`src/rtl/dram_pc_pkg.sv`:
```
package dram_pc_pkg;

  typedef enum logic [2:0] {
    PH_IDLE   = 3'd0,
    PH_ROW    = 3'd1,
    PH_COL_RD = 3'd2,
    PH_COL_WR = 3'd3,
    PH_DONE   = 3'd4
  } phase_e;

  function automatic int unsigned larger_of(input int unsigned a, input int unsigned b);
    return (a > b) ? a : b;
  endfunction

endpackage

```
`src/rtl/dram_pc_addr_split.sv`:
```
module dram_pc_addr_split #(
  parameter int ROW_BITS = 2,
  parameter int COL_BITS = 2
) (
  input  logic [ROW_BITS+COL_BITS-1:0] addr,
  input  logic [ROW_BITS-1:0]          open_row,
  input  logic                         open_vld,
  output logic [ROW_BITS-1:0]          row,
  output logic [COL_BITS-1:0]          col,
  output logic                         row_hit
);

  assign row     = addr[ROW_BITS+COL_BITS-1:COL_BITS];
  assign col     = addr[COL_BITS-1:0];
  assign row_hit = open_vld && (row == open_row);

endmodule

```
`src/rtl/dram_pc_row_tracker.sv`:
```
module dram_pc_row_tracker #(
  parameter int ROW_BITS = 2
) (
  input  logic                clk,
  input  logic                rst_n,
  input  logic                load,
  input  logic [ROW_BITS-1:0] load_row,
  output logic [ROW_BITS-1:0] open_row,
  output logic                open_vld
);

  always_ff @(posedge clk) begin
    if (!rst_n) begin
      open_row <= '0;
      open_vld <= 1'b0;
    end else if (load) begin
      open_row <= load_row;
      open_vld <= 1'b1;
    end
  end

endmodule

```
`src/rtl/dram_pc_seq.sv`:
```
module dram_pc_seq
  import dram_pc_pkg::*;
#(
  parameter int RAS_WAIT = 2,
  parameter int CAS_WAIT = 2
) (
  input  logic   clk,
  input  logic   rst_n,
  input  logic   req_valid,
  input  logic   req_write,
  input  logic   row_hit,
  output logic   req_ready,
  output logic   accept,
  output phase_e phase,
  output logic   row_load,
  output logic   rsp_fire
);

  localparam int CNT_W = $clog2(larger_of(RAS_WAIT, CAS_WAIT) + 1);
  localparam logic [CNT_W-1:0] ROW_LAST = CNT_W'(RAS_WAIT - 1);
  localparam logic [CNT_W-1:0] COL_LAST = CNT_W'(CAS_WAIT - 1);

  phase_e           state_q, state_d;
  logic [CNT_W-1:0] cnt_q, cnt_d;
  logic             dir_q, dir_d;

  assign req_ready = (state_q == PH_IDLE);
  assign accept    = req_ready && req_valid;
  assign phase     = state_q;
  assign row_load  = (state_q == PH_ROW) && (cnt_q == ROW_LAST);
  assign rsp_fire  = (state_q == PH_DONE) && !dir_q;

  always_comb begin
    state_d = state_q;
    cnt_d   = cnt_q;
    dir_d   = dir_q;
    case (state_q)
      PH_IDLE: begin
        if (accept) begin
          dir_d = req_write;
          cnt_d = '0;
          if (row_hit) state_d = req_write ? PH_COL_WR : PH_COL_RD;
          else         state_d = PH_ROW;
        end
      end
      PH_ROW: begin
        if (cnt_q == ROW_LAST) begin
          cnt_d   = '0;
          state_d = dir_q ? PH_COL_WR : PH_COL_RD;
        end else begin
          cnt_d = cnt_q + 1'b1;
        end
      end
      PH_COL_RD, PH_COL_WR: begin
        if (cnt_q == COL_LAST) begin
          cnt_d   = '0;
          state_d = PH_DONE;
        end else begin
          cnt_d = cnt_q + 1'b1;
        end
      end
      PH_DONE: state_d = PH_IDLE;
      default: state_d = PH_IDLE;
    endcase
  end

  always_ff @(posedge clk) begin
    if (!rst_n) begin
      state_q <= PH_IDLE;
      cnt_q   <= '0;
      dir_q   <= 1'b0;
    end else begin
      state_q <= state_d;
      cnt_q   <= cnt_d;
      dir_q   <= dir_d;
    end
  end

endmodule

```
`src/rtl/dram_pc_lanes.sv`:
```
module dram_pc_lanes #(
  parameter int LANES  = 8,
  parameter int LANE_W = 8
) (
  input  logic                    drive_wr,
  input  logic                    rsp_fire,
  input  logic [LANES*LANE_W-1:0] wdata_q,
  input  logic [LANES*LANE_W-1:0] mem_rdata,
  output logic [LANES*LANE_W-1:0] mem_wdata,
  output logic [LANES*LANE_W-1:0] rsp_rdata
);

  for (genvar k = 0; k < LANES; k++) begin : g_lane
    assign mem_wdata[k*LANE_W +: LANE_W] = drive_wr ? wdata_q[k*LANE_W +: LANE_W] : '0;
    assign rsp_rdata[k*LANE_W +: LANE_W] = rsp_fire ? mem_rdata[k*LANE_W +: LANE_W] : '0;
  end

endmodule

```
`src/rtl/dram_page_ctrl.sv`:
```
module dram_page_ctrl
  import dram_pc_pkg::*;
#(
  parameter int ROW_BITS = 2,
  parameter int COL_BITS = 2,
  parameter int LANES    = 8,
  parameter int LANE_W   = 8,
  parameter int RAS_WAIT = 2,
  parameter int CAS_WAIT = 2
) (
  input  logic                                                  clk,
  input  logic                                                  rst_n,
  input  logic                                                  req_valid,
  output logic                                                  req_ready,
  input  logic                                                  req_write,
  input  logic [ROW_BITS+COL_BITS-1:0]                          req_addr,
  input  logic [LANES*LANE_W-1:0]                               req_wdata,
  output logic                                                  rsp_valid,
  output logic [LANES*LANE_W-1:0]                               rsp_rdata,
  output logic                                                  mem_ras,
  output logic                                                  mem_cas,
  output logic                                                  mem_we,
  output logic [((ROW_BITS > COL_BITS) ? ROW_BITS : COL_BITS)-1:0] mem_addr,
  output logic [LANES*LANE_W-1:0]                               mem_wdata,
  input  logic [LANES*LANE_W-1:0]                               mem_rdata
);

  localparam int ADDR_W = ROW_BITS + COL_BITS;
  localparam int WORD_W = LANES * LANE_W;
  localparam int BUS_W  = (ROW_BITS > COL_BITS) ? ROW_BITS : COL_BITS;

  logic [ROW_BITS-1:0] in_row, row_q, open_row;
  logic [COL_BITS-1:0] in_col, col_q;
  logic                open_vld, row_hit;
  logic                accept, row_load, rsp_fire;
  logic [WORD_W-1:0]   wdata_q;
  phase_e              phase;

  dram_pc_addr_split #(.ROW_BITS(ROW_BITS), .COL_BITS(COL_BITS)) u_split (
    .addr     (req_addr),
    .open_row (open_row),
    .open_vld (open_vld),
    .row      (in_row),
    .col      (in_col),
    .row_hit  (row_hit)
  );

  dram_pc_row_tracker #(.ROW_BITS(ROW_BITS)) u_track (
    .clk      (clk),
    .rst_n    (rst_n),
    .load     (row_load),
    .load_row (row_q),
    .open_row (open_row),
    .open_vld (open_vld)
  );

  dram_pc_seq #(.RAS_WAIT(RAS_WAIT), .CAS_WAIT(CAS_WAIT)) u_seq (
    .clk       (clk),
    .rst_n     (rst_n),
    .req_valid (req_valid),
    .req_write (req_write),
    .row_hit   (row_hit),
    .req_ready (req_ready),
    .accept    (accept),
    .phase     (phase),
    .row_load  (row_load),
    .rsp_fire  (rsp_fire)
  );

  always_ff @(posedge clk) begin
    if (!rst_n) begin
      row_q   <= '0;
      col_q   <= '0;
      wdata_q <= '0;
    end else if (accept) begin
      row_q   <= in_row;
      col_q   <= in_col;
      wdata_q <= req_wdata;
    end
  end

  always_comb begin
    mem_ras  = 1'b0;
    mem_cas  = 1'b0;
    mem_we   = 1'b0;
    mem_addr = '0;
    case (phase)
      PH_ROW: begin
        mem_ras  = 1'b1;
        mem_addr = BUS_W'(row_q);
      end
      PH_COL_RD: begin
        mem_cas  = 1'b1;
        mem_addr = BUS_W'(col_q);
      end
      PH_COL_WR: begin
        mem_cas  = 1'b1;
        mem_we   = 1'b1;
        mem_addr = BUS_W'(col_q);
      end
      default: ;
    endcase
  end

  assign rsp_valid = rsp_fire;

  dram_pc_lanes #(.LANES(LANES), .LANE_W(LANE_W)) u_lanes (
    .drive_wr  (phase == PH_COL_WR),
    .rsp_fire  (rsp_fire),
    .wdata_q   (wdata_q),
    .mem_rdata (mem_rdata),
    .mem_wdata (mem_wdata),
    .rsp_rdata (rsp_rdata)
  );

endmodule

```
`config.mk`:
```
export PLATFORM = sky130hd
export DESIGN_NAME = dram_page_ctrl
export DESIGN_NICKNAME = d
export VERILOG_FILES = /design/src/rtl/dram_pc_pkg.sv /design/src/rtl/dram_pc_addr_split.sv /design/src/rtl/dram_pc_row_tracker.sv /design/src/rtl/dram_pc_seq.sv /design/src/rtl/dram_pc_lanes.sv /design/src/rtl/dram_page_ctrl.sv
export SDC_FILE = /design/constraint.sdc
export NUM_CORES = 1
export LEC_CHECK = 0
export CELL_PAD_IN_SITES_DETAIL_PLACEMENT = 1
export CELL_PAD_IN_SITES_GLOBAL_PLACEMENT = 2
export CORE_UTILIZATION = 17
export DETAILED_ROUTE_END_ITERATION = 10
export PLACE_DENSITY_LB_ADDON = 0.15
export SLEW_MARGIN = 25
export SYNTH_ARGS = -nofsm -noshare
export SYNTH_HDL_FRONTEND = slang
export SYNTH_SLANG_ARGS = --single-unit
```
`constraint.sdc`:
```
create_clock -name clk -period 1.9 [get_ports clk]
set_input_delay 0.38 -clock clk [delete_from_list [all_inputs] [get_ports clk]]
set_output_delay 0.38 -clock clk [all_outputs]
set_load 0.01 [all_outputs]
```
## Word-level counts from Yosys, hierarchy flattened

Index checks and enable logic that the tools add are counted.

| word-level totals | value |
|---|---|
| register bits after elaboration | 77 |
| bits in latches | 0 |
| RAM bits | 0 |
| output and inout bits | 135 |
| memories | 0 |
| logic and storage cells | 60 |
| memory bits (read-only) | 0 |

| operators by class | value |
|---|---|
| equal/unequal tests | 9 |
| multiplexer cells | 30 |
| div/mod/pow operators | 0 |
| reductions and logical operators | 12 |
| bitwise logic cells | 0 |
| $add $sub $neg | 1 |
| magnitude comparators | 0 |
| $mul | 0 |
| shift operators | 0 |

Operators by type and width:

| kind | number |
|---|---|
| 8-bit two-way mux | 16 |
| 3-bit two-way mux | 4 |
| 3-bit case mux with 3 select lines | 1 |
| 2-bit case mux with 2 select lines | 2 |
| 3-bit by 2-bit == test with 1-bit output (second input constant) | 2 |
| 1-bit two-way mux | 5 |
| 1-bit logical AND | 4 |
| 2-bit two-way mux | 2 |
| 2-bit inequality test (second input constant) | 2 |
| 2-bit AND reduction | 2 |
| 3-bit by 1-bit == test with 1-bit output (second input constant) | 1 |
| 3-bit == test (second input constant) | 1 |
| 3-bit logical NOT | 1 |
| 3-bit AND reduction | 1 |
| 3-bit OR reduction | 1 |
| 2-bit by 1-bit adder with 2-bit output (second input constant) | 1 |
| 2-bit by 1-bit == test with 1-bit output (second input constant) | 1 |
| 2-bit == test | 1 |
| 2-bit by 1-bit inequality test with 1-bit output (second input constant) | 1 |
| 2-bit nonzero test | 1 |
| 2-bit OR reduction | 1 |
| 1-bit logical NOT | 1 |

## Depth between registers and ports, before layout

Gate-level depths: netlist of the first run.

| depth | value |
|---|---|
| depth after elaboration | 5 |
| depth in mapped cells | 7 |

## Hierarchy

A second synthesis of the first run with hierarchy kept.

| unflattened totals | value |
|---|---|
| cell total of the unflattened synthesis | 418 |
| area, all modules | 4145.2 um^2 |

By module, submodules not included:

| module | times used | area an instance (um^2) | cells each | sequential area each (um^2) |
|---|---|---|---|---|
| dram_page_ctrl | 1 | 2642.5 | 228 | 1361.3 |
| dram_pc_lanes | 1 | 1021.0 | 140 | 0.0 |
| dram_pc_seq | 1 | 327.8 | 35 | 120.1 |
| dram_pc_row_tracker | 1 | 100.1 | 8 | 60.1 |
| dram_pc_addr_split | 1 | 53.8 | 7 | 0.0 |

## Worst setup path after synthesis of the first run

Ideal clock, no wire load.

| path | value |
|---|---|
| path type | register to output |
| start | reg u_seq.state_q[0], in the netlist u_seq.phase[0] |
| end | out rsp_rdata[0] |
| data arrival time | 1.398 ns |
| cell stages (with the launch flop) | 7 |
| required time | 1.520 ns |
| slack | 0.122 ns |
| cells stage by stage | dfxtp_1 > buf_6 > or2_1 > nor3b_2 > clkbuf_2 > clkbuf_2 > and2_1 |

| on the way | value |
|---|---|
| word-level cells in the longest chain between the ends | 3 |

Ends and longest elaborated chain:

| element | line | source |
|---|---|---|
| start, declared | dram_pc_seq.sv:23 | `phase_e state_q, state_d;` |
| start signal, assigned | dram_pc_seq.sv:73 | `state_q <= state_d;` |
| 3-bit == test | dram_pc_seq.sv:31 | `assign rsp_fire = (state_q == PH_DONE) && !dir_q;` |
| 1-bit logical AND | dram_pc_seq.sv:31 |  |
| 8-bit two-way mux | dram_pc_lanes.sv:15 | `assign rsp_rdata[k*LANE_W +: LANE_W] = rsp_fire ? mem_rdata[k*LANE_W +: LANE_W] : '0;` |
| end, declared | dram_page_ctrl.sv:19 | `output logic [LANES*LANE_W-1:0] rsp_rdata,` |

No other way between the ends.

## Final worst setup path of the first run

| path | value |
|---|---|
| start | reg u_seq.state_q[1], in the netlist u_seq.phase[1] |
| end | out rsp_rdata[10] |

Same word-level chain as after synthesis.

==> results.sh, run 1 <==
export IMPL_place_area_um2=6830
export IMPL_clk_transition_reported_paths_ns=0.06
export IMPL_worstRegToRegCells=6
export IMPL_dp_hpwl_um=12300
export IMPL_synthArstFlopShare_pct=0
export IMPL_syn_nets=633
export IMPL_drv_cap=0
export IMPL_p_sw_mw=1.74
export IMPL_synth_top_cell_by_area="dfxtp_1"
export IMPL_cellPowerDensity_nw_per_um2=698
export IMPL_antenna_found_initial=0
export IMPL_dieWidth_um=150
export IMPL_area_growth_pct=117
export IMPL_cts_buffer_depth=2
export IMPL_synth_common_cells="nand2_1 (140), and2_1 (128), dfxtp_1 (77), a21oi_1 (75), clkbuf_1 (22)"
export IMPL_seq_power_share_pct=36.2
export IMPL_max_freq_ghz=0.442
export IMPL_cts_root_buffer="clkbuf_16"
export IMPL_outcome="finished, violations left"
export IMPL_hold_path_depth=2
export IMPL_synth_distinct_cells=34
export IMPL_period_needed_ns=2.26
export IMPL_synthesis_area_um2=3700
export IMPL_clkPwrFrac_pct=31.7
export IMPL_path_class="register to output port"
export IMPL_finClkSkew_ns=0.00610
export IMPL_hold_start="wdata_q[17]"
export IMPL_clock_latency_ns=0.34
export IMPL_dr_pass1_iters=4
export IMPL_postCtsHoldBufs=0
export IMPL_synth_area_leaders="dfxtp_1 (42%), and2_1 (22%), nand2_1 (14%)"
export IMPL_min_path_type="register to register"
export IMPL_die_h_um=150
export IMPL_initialDrtViolationCount=102
export IMPL_synthCells=497
export IMPL_cts_buffers=9
export IMPL_r2r_start="u_seq.phase[2]"
export IMPL_tightest_slew_ns=0.416
export IMPL_ys_warn_count=0
export IMPL_vias=4502
export IMPL_cts_tree="built"
export IMPL_grt_pass1_vias=4681
export IMPL_critical_path_endpoint_type="output port"
export IMPL_hold_path_end="wdata_q[17]"
export IMPL_synthFlopType="dfxtp_1"
export IMPL_grt_pass1_wl_um=27300
export IMPL_antennaDiodeCount=0
export IMPL_grt_max_degree=41
export IMPL_viasPerCell=4.18
export IMPL_whs_ns=0.452
export IMPL_p_sw_share_pct=31.0
export IMPL_num_rows=53
export IMPL_layout_drive_gt1_share_pct=40.0
export IMPL_ys_seq_area_share_pct=41.6
export IMPL_synth_most_common_cell="nand2_1"
export IMPL_p_leak_nw=3.47
export IMPL_setup_viol=129
export IMPL_grt_overflow_total=0
export IMPL_failed_checks="setup timing"
export IMPL_nets=933
export IMPL_core_um2=21200
export IMPL_relSlewSlack_pct=72.3
export IMPL_tns_ns=-26.69
export IMPL_worstPathMaxFanout=8
export IMPL_power_total_mw=5.62
export IMPL_timing_final_crit_share_pct=119
export IMPL_ios=271
export IMPL_ant_nets=0
export IMPL_final_hold_violation_count=0
export IMPL_combPwrFrac_pct=32.1
export IMPL_initial_utilization_pct=17.5
export IMPL_reg2reg_setup_slack_ns=0.13
export IMPL_max_stage_delay_ns=0.33
export IMPL_cpMaxStageDelayCell="dfxtp_2"
export IMPL_io_buffers=270
export IMPL_slew_violations=0
export IMPL_stdcell_area_um2=8040
export IMPL_routedWlPerCell_um=17.3
export IMPL_synth_edff_count=0
export IMPL_worstSetupStartpointType="register"
export IMPL_synth_top_area_share_pct=41.6
export IMPL_clock_sinks=77
export IMPL_arrival_ns=1.88
export IMPL_timing_rr_end="wdata_q[38]"
export IMPL_drc=0
export IMPL_track_usage_pct=16.4
export IMPL_syn_area_per_cell_um2=7.45
export IMPL_gp_congestion=0.751
export IMPL_routed_wirelength_um=18600
export IMPL_dieArea_um2=22400
export IMPL_fin_ws_ns=-0.364
export IMPL_rsz0062_at_grt="true"
export IMPL_required_ns=1.52
export IMPL_ir_worst_vdd_v=0.000459
export IMPL_ys_ff_latch=77
export IMPL_path_cells="or2_4 -> nor3b_4 -> buf_6 -> buf_8 -> buf_12 -> buf_16 -> and2_1 -> buf_2"
export IMPL_p_int_mw=3.87
export IMPL_htreeDepth=3
[critical path: cells and delay by family, from the launching register on]
family                 cells  cell delay [ns]
AND/OR/NAND/NOR            3             0.59
buffers and inverters      5             0.62
flip-flops                 1             0.33
[registers in the layout (all words and copies together), names as in the netlist]
signal,cells
row_q,2
u_seq.phase,3
u_track.open_row,2
u_seq.cnt_q,2
col_q,2
u_track.open_vld,1
u_seq.dir_q,1
wdata_q,64
[timing repair]
action                                  in CTS  in global routing
buffers inserted                            23                  3
endpoints found under the setup margin     194                133
gates cloned                                13                  2
resized for setup                          737                 57
pin swaps                                   53                  1
[power by group through the flow]
| stage | Combinational, mW | Sequential [mW] | Clock [mW] |
|---|---|---|---|
| 4_1_cts | 1.83 | 2.03 | 1.85 |
| 2_1_floorplan | 0.854 | 2.00 | 0 |
| 5_1_grt | 2.00 | 2.07 | 1.91 |
| 3_3_place_gp | 1.61 | 2.04 | 0 |
| 6_report | 1.81 | 2.03 | 1.78 |
| 3_5_place_dp | 1.65 | 2.05 | 0 |
[kinds of logic (layout without fill, tap and decap cells)]
group	count (synthesis)	in the layout	share of synthesized area, %
AO/OA/AOI/OAI	84	84	12.1
buffers and inverters	42	346	5.34
flip-flops	77	77	41.6
AND/OR/NAND/NOR	292	292	40.5
XOR/XNOR	2	2	0.473
[worst max-delay path by stage]
stage | depth (start not counted) | endpoint | startpoint
2_1_floorplan | 6 | rsp_rdata[0] | u_seq.phase[0]
3_3_place_gp | 5 | rsp_rdata[32] | u_seq.phase[0]
3_5_place_dp | 5 | rsp_rdata[4] | u_seq.phase[0]
4_1_cts | 8 | rsp_rdata[20] | u_seq.phase[1]
5_1_grt | 8 | rsp_rdata[10] | u_seq.phase[0]
6_report | 8 | rsp_rdata[10] | u_seq.phase[1]
[layout by cell type, fill, tap and decap left out, types with 3 or more instances in the layout]
cell / netlist / layout
nand2_1: 140 / 140
and2_1: 128 / 28
a21oi_1: 75 / 75
buf_8: 0 / 3
buf_2: 8 / 28
and2_4: 0 / 100
clkbuf_16: 0 / 11
clkdlybuf4s50_1: 0 / 135
buf_4: 0 / 26
buf_12: 0 / 15
buf_16: 0 / 10
nor2_1: 4 / 4
buf_6: 3 / 108
dfxtp_1: 77 / 74
[per-layer routing]
metal	share of wire [%]	track usage (%)	vias up
li1	-	-	2183
met1	38	17.0	2142
met2	53	30.9	164
met3	8.4	5.15	13
met4	1.2	5.15	0
met5	0	0	-
[per-stage QoR]
step	setup WS, ns	utilization [%]	instances
floorplan	0.122	-	497
global placement	-0.301	32.3	1025
detailed placement	-0.353	32.3	1025
CTS	-0.351	37.1	1075
global route	-0.425	38.0	1076
finish	-0.364	38.0	1076
[cell type report]
cell class	count	area, um2
Clock buffer	12	256
Clock inverter	3	45.0
Fill cell	2410	13100
Inverter	2	7.51
Multi-Input combinational cell	378	2250
Sequential cell	77	1550
Tap cell	275	344
Timing Repair Buffer	329	3590
Note: power is estimated with default switching activity, not from simulation.
==> run 2: changes to the inputs <==
--- a/config.mk
+++ b/config.mk
@@ -7,2 +7,3 @@
 export LEC_CHECK = 0
+export CAP_MARGIN = 20
 export CELL_PAD_IN_SITES_DETAIL_PLACEMENT = 1
==> constraint.sdc (replaced) <==
create_clock -name clk -period 1.9 [get_ports clk]
set_input_delay 0.19 -clock clk [delete_from_list [all_inputs] [get_ports clk]]
set_output_delay 0.19 -clock clk [all_outputs]
set_load 0.01 [all_outputs]
==> run 2 against run 1 <==
Compared with the run above: the run still ends with setup timing left; hold slack got worse by 0.054 ns; worst setup slack improved by 0.29 ns; critical path type unchanged; global-route usage decreased by 1.1 points.
==> results.sh, run 2 (synthesis gave the netlist of run 1 again) <==
export IMPL_rsz0062_at_grt="true"
export IMPL_largest_register_ffs=64
export IMPL_stdcell_area_um2=7560
export IMPL_timing_rr_end="wdata_q[44]"
export IMPL_slew_violations=0
export IMPL_period_needed_ns=1.98
export IMPL_grt_overflow_total=0
export IMPL_p_leak_nw=3.33
export IMPL_track_usage_pct=15.2
export IMPL_dp_hpwl_um=12300
export IMPL_initialDrtViolationCount=128
export IMPL_cellPowerDensity_nw_per_um2=730
export IMPL_worstRegToRegCells=6
export IMPL_layout_drive_gt1_share_pct=34.2
export IMPL_final_hold_violation_count=0
export IMPL_initial_utilization_pct=17.5
export IMPL_dieArea_um2=22400
export IMPL_grt_max_degree=70
export IMPL_fin_ws_ns=-0.0765
export IMPL_reg2reg_setup_slack_ns=0.19
export IMPL_ant_nets=0
export IMPL_final_core_util_pct=35.7
export IMPL_crit_end="rsp_rdata[3]"
export IMPL_place_area_um2=6820
export IMPL_max_freq_ghz=0.506
export IMPL_multi_input_area_um2=2150
export IMPL_ff_latch_area_um2=1550
export IMPL_core_um2=21200
export IMPL_timing_final_crit_share_pct=104
export IMPL_ir_worst_vdd_v=0.000426
export IMPL_cts_root_buffer="clkbuf_16"
export IMPL_dieWidth_um=150
export IMPL_clock_latency_ns=0.34
export IMPL_routedWlPerCell_um=16.9
export IMPL_critical_path_endpoint_type="output port"
export IMPL_antenna_found_initial=0
export IMPL_clock_sinks=77
export IMPL_min_path_type="input port to register"
export IMPL_worstPathMaxFanout=8
export IMPL_cts_tree="built"
export IMPL_r2r_start="u_seq.phase[2]"
export IMPL_arrival_ns=1.79
export IMPL_viasPerCell=4.17
export IMPL_dr_pass1_iters=4
export IMPL_clk_transition_reported_paths_ns=0.06
export IMPL_antennaDiodeCount=0
export IMPL_drv_cap=0
export IMPL_worstSetupStartpointType="register"
export IMPL_power_total_mw=5.52
export IMPL_tightest_slew_ns=0.411
export IMPL_die_h_um=150
export IMPL_outcome="finished, violations left"
export IMPL_grt_pass1_vias=4596
export IMPL_nFillCells=2463
export IMPL_worstSetupStartpoint="u_seq.phase[0]"
export IMPL_mostFrequentLayoutCells="nand2_1 (140), clkdlybuf4s50_1 (136), a21oi_1 (75), dfxtp_1 (75), buf_6 (74)"
export IMPL_area_growth_pct=104
export IMPL_cts_buffers=9
export IMPL_drc=0
export IMPL_relSlewSlack_pct=72.6
export IMPL_finClkSkew_ns=0.00630
export IMPL_postCtsHoldBufs=0
export IMPL_ios=271
export IMPL_vias=4453
export IMPL_final_common_cell="nand2_1"
export IMPL_setup_viol=88
export IMPL_io_buffers=270
export IMPL_path_class="register to output port"
export IMPL_cts_buffer_depth=2
export IMPL_nets=924
export IMPL_gp_congestion=0.740
export IMPL_failed_checks="setup timing"
export IMPL_num_rows=53
export IMPL_top_register="wdata_q"
export IMPL_required_ns=1.71
export IMPL_grt_pass1_wl_um=25800
export IMPL_htreeDepth=3
export IMPL_routed_wirelength_um=18100
run 2: cell count changes in the layout (fill, tap and decap cells not counted), sizes merged:
cell and change:
inv +1, buf -18, clkdlybuf4s50 +1, clkinv +1
clkbuf +4, dlygate4sd2 +2, clkdlybuf4s15 +1
run 2: worst min path at each step:
stage,slack (ns),start,to,cells after the start
final,0.40,req_wdata[49],wdata_q[49],3
after global routing,0.39,req_wdata[41],wdata_q[41],3
after CTS,0.38,req_wdata[34],wdata_q[34],3
after detailed placement,0.45,wdata_q[30],wdata_q[30],2
after global placement,0.44,wdata_q[2],wdata_q[2],2
after floorplan,0.33,req_wdata[0],wdata_q[0],2
run 2: timing repair:
action	4_1_cts	5_1_grt
gates resized for setup	570	134
gates cloned	7	7
setup buffers	13	4
setup endpoints to repair	135	154
pin swaps	9	23
run 2: power by group:
part	internal (mW)	switching (mW)	total [mW]
Sequential	1.89	0.148	2.03
Clock	1.06	0.725	1.78
Combinational	0.829	0.873	1.70
run 2: layout make-up:
cell class	instances	area share, %
clock buffers	11	3.21
clock inverters	5	0.778
inverters	2	0.132
multi-input cells	378	28.5
flip-flops and latches	77	20.5
well taps	275	4.55
repair buffers	320	42.4
run 2: metal layers:
layer  part of all wire (%)  wire length (um)  track usage (%)  up-vias
met3                    8.8              1580             5.15       19
li1                       -                 -                -     2158
met4                    2.2               395             4.90        0
met2                     51              9300             28.1      170
met1                     38              6790             16.0     2106
met5                      0                 0                0        -
run 2: worst max-delay path, cell delays in order, from the launching register on:
cell and delay [ns]:
dfxtp_4 0.35, or2_4 0.24, nor3b_4 0.23, buf_6 0.19, buf_16 0.13, buf_6 0.09
and2_4 0.13, buf_6 0.09
run 2: per-stage QoR:
stage	hold WS [ns]	TNS, ns	setup slack, ns	std cells
5_1_grt	0.394	-12.90	-0.162	1068
4_1_cts	0.382	-4.68	-0.145	1060
2_1_floorplan	0.326	0	0.312	497
3_3_place_gp	0.438	-7.86	-0.117	1025
6_report	0.398	-3.07	-0.0765	1068
3_5_place_dp	0.447	-11.14	-0.153	1025
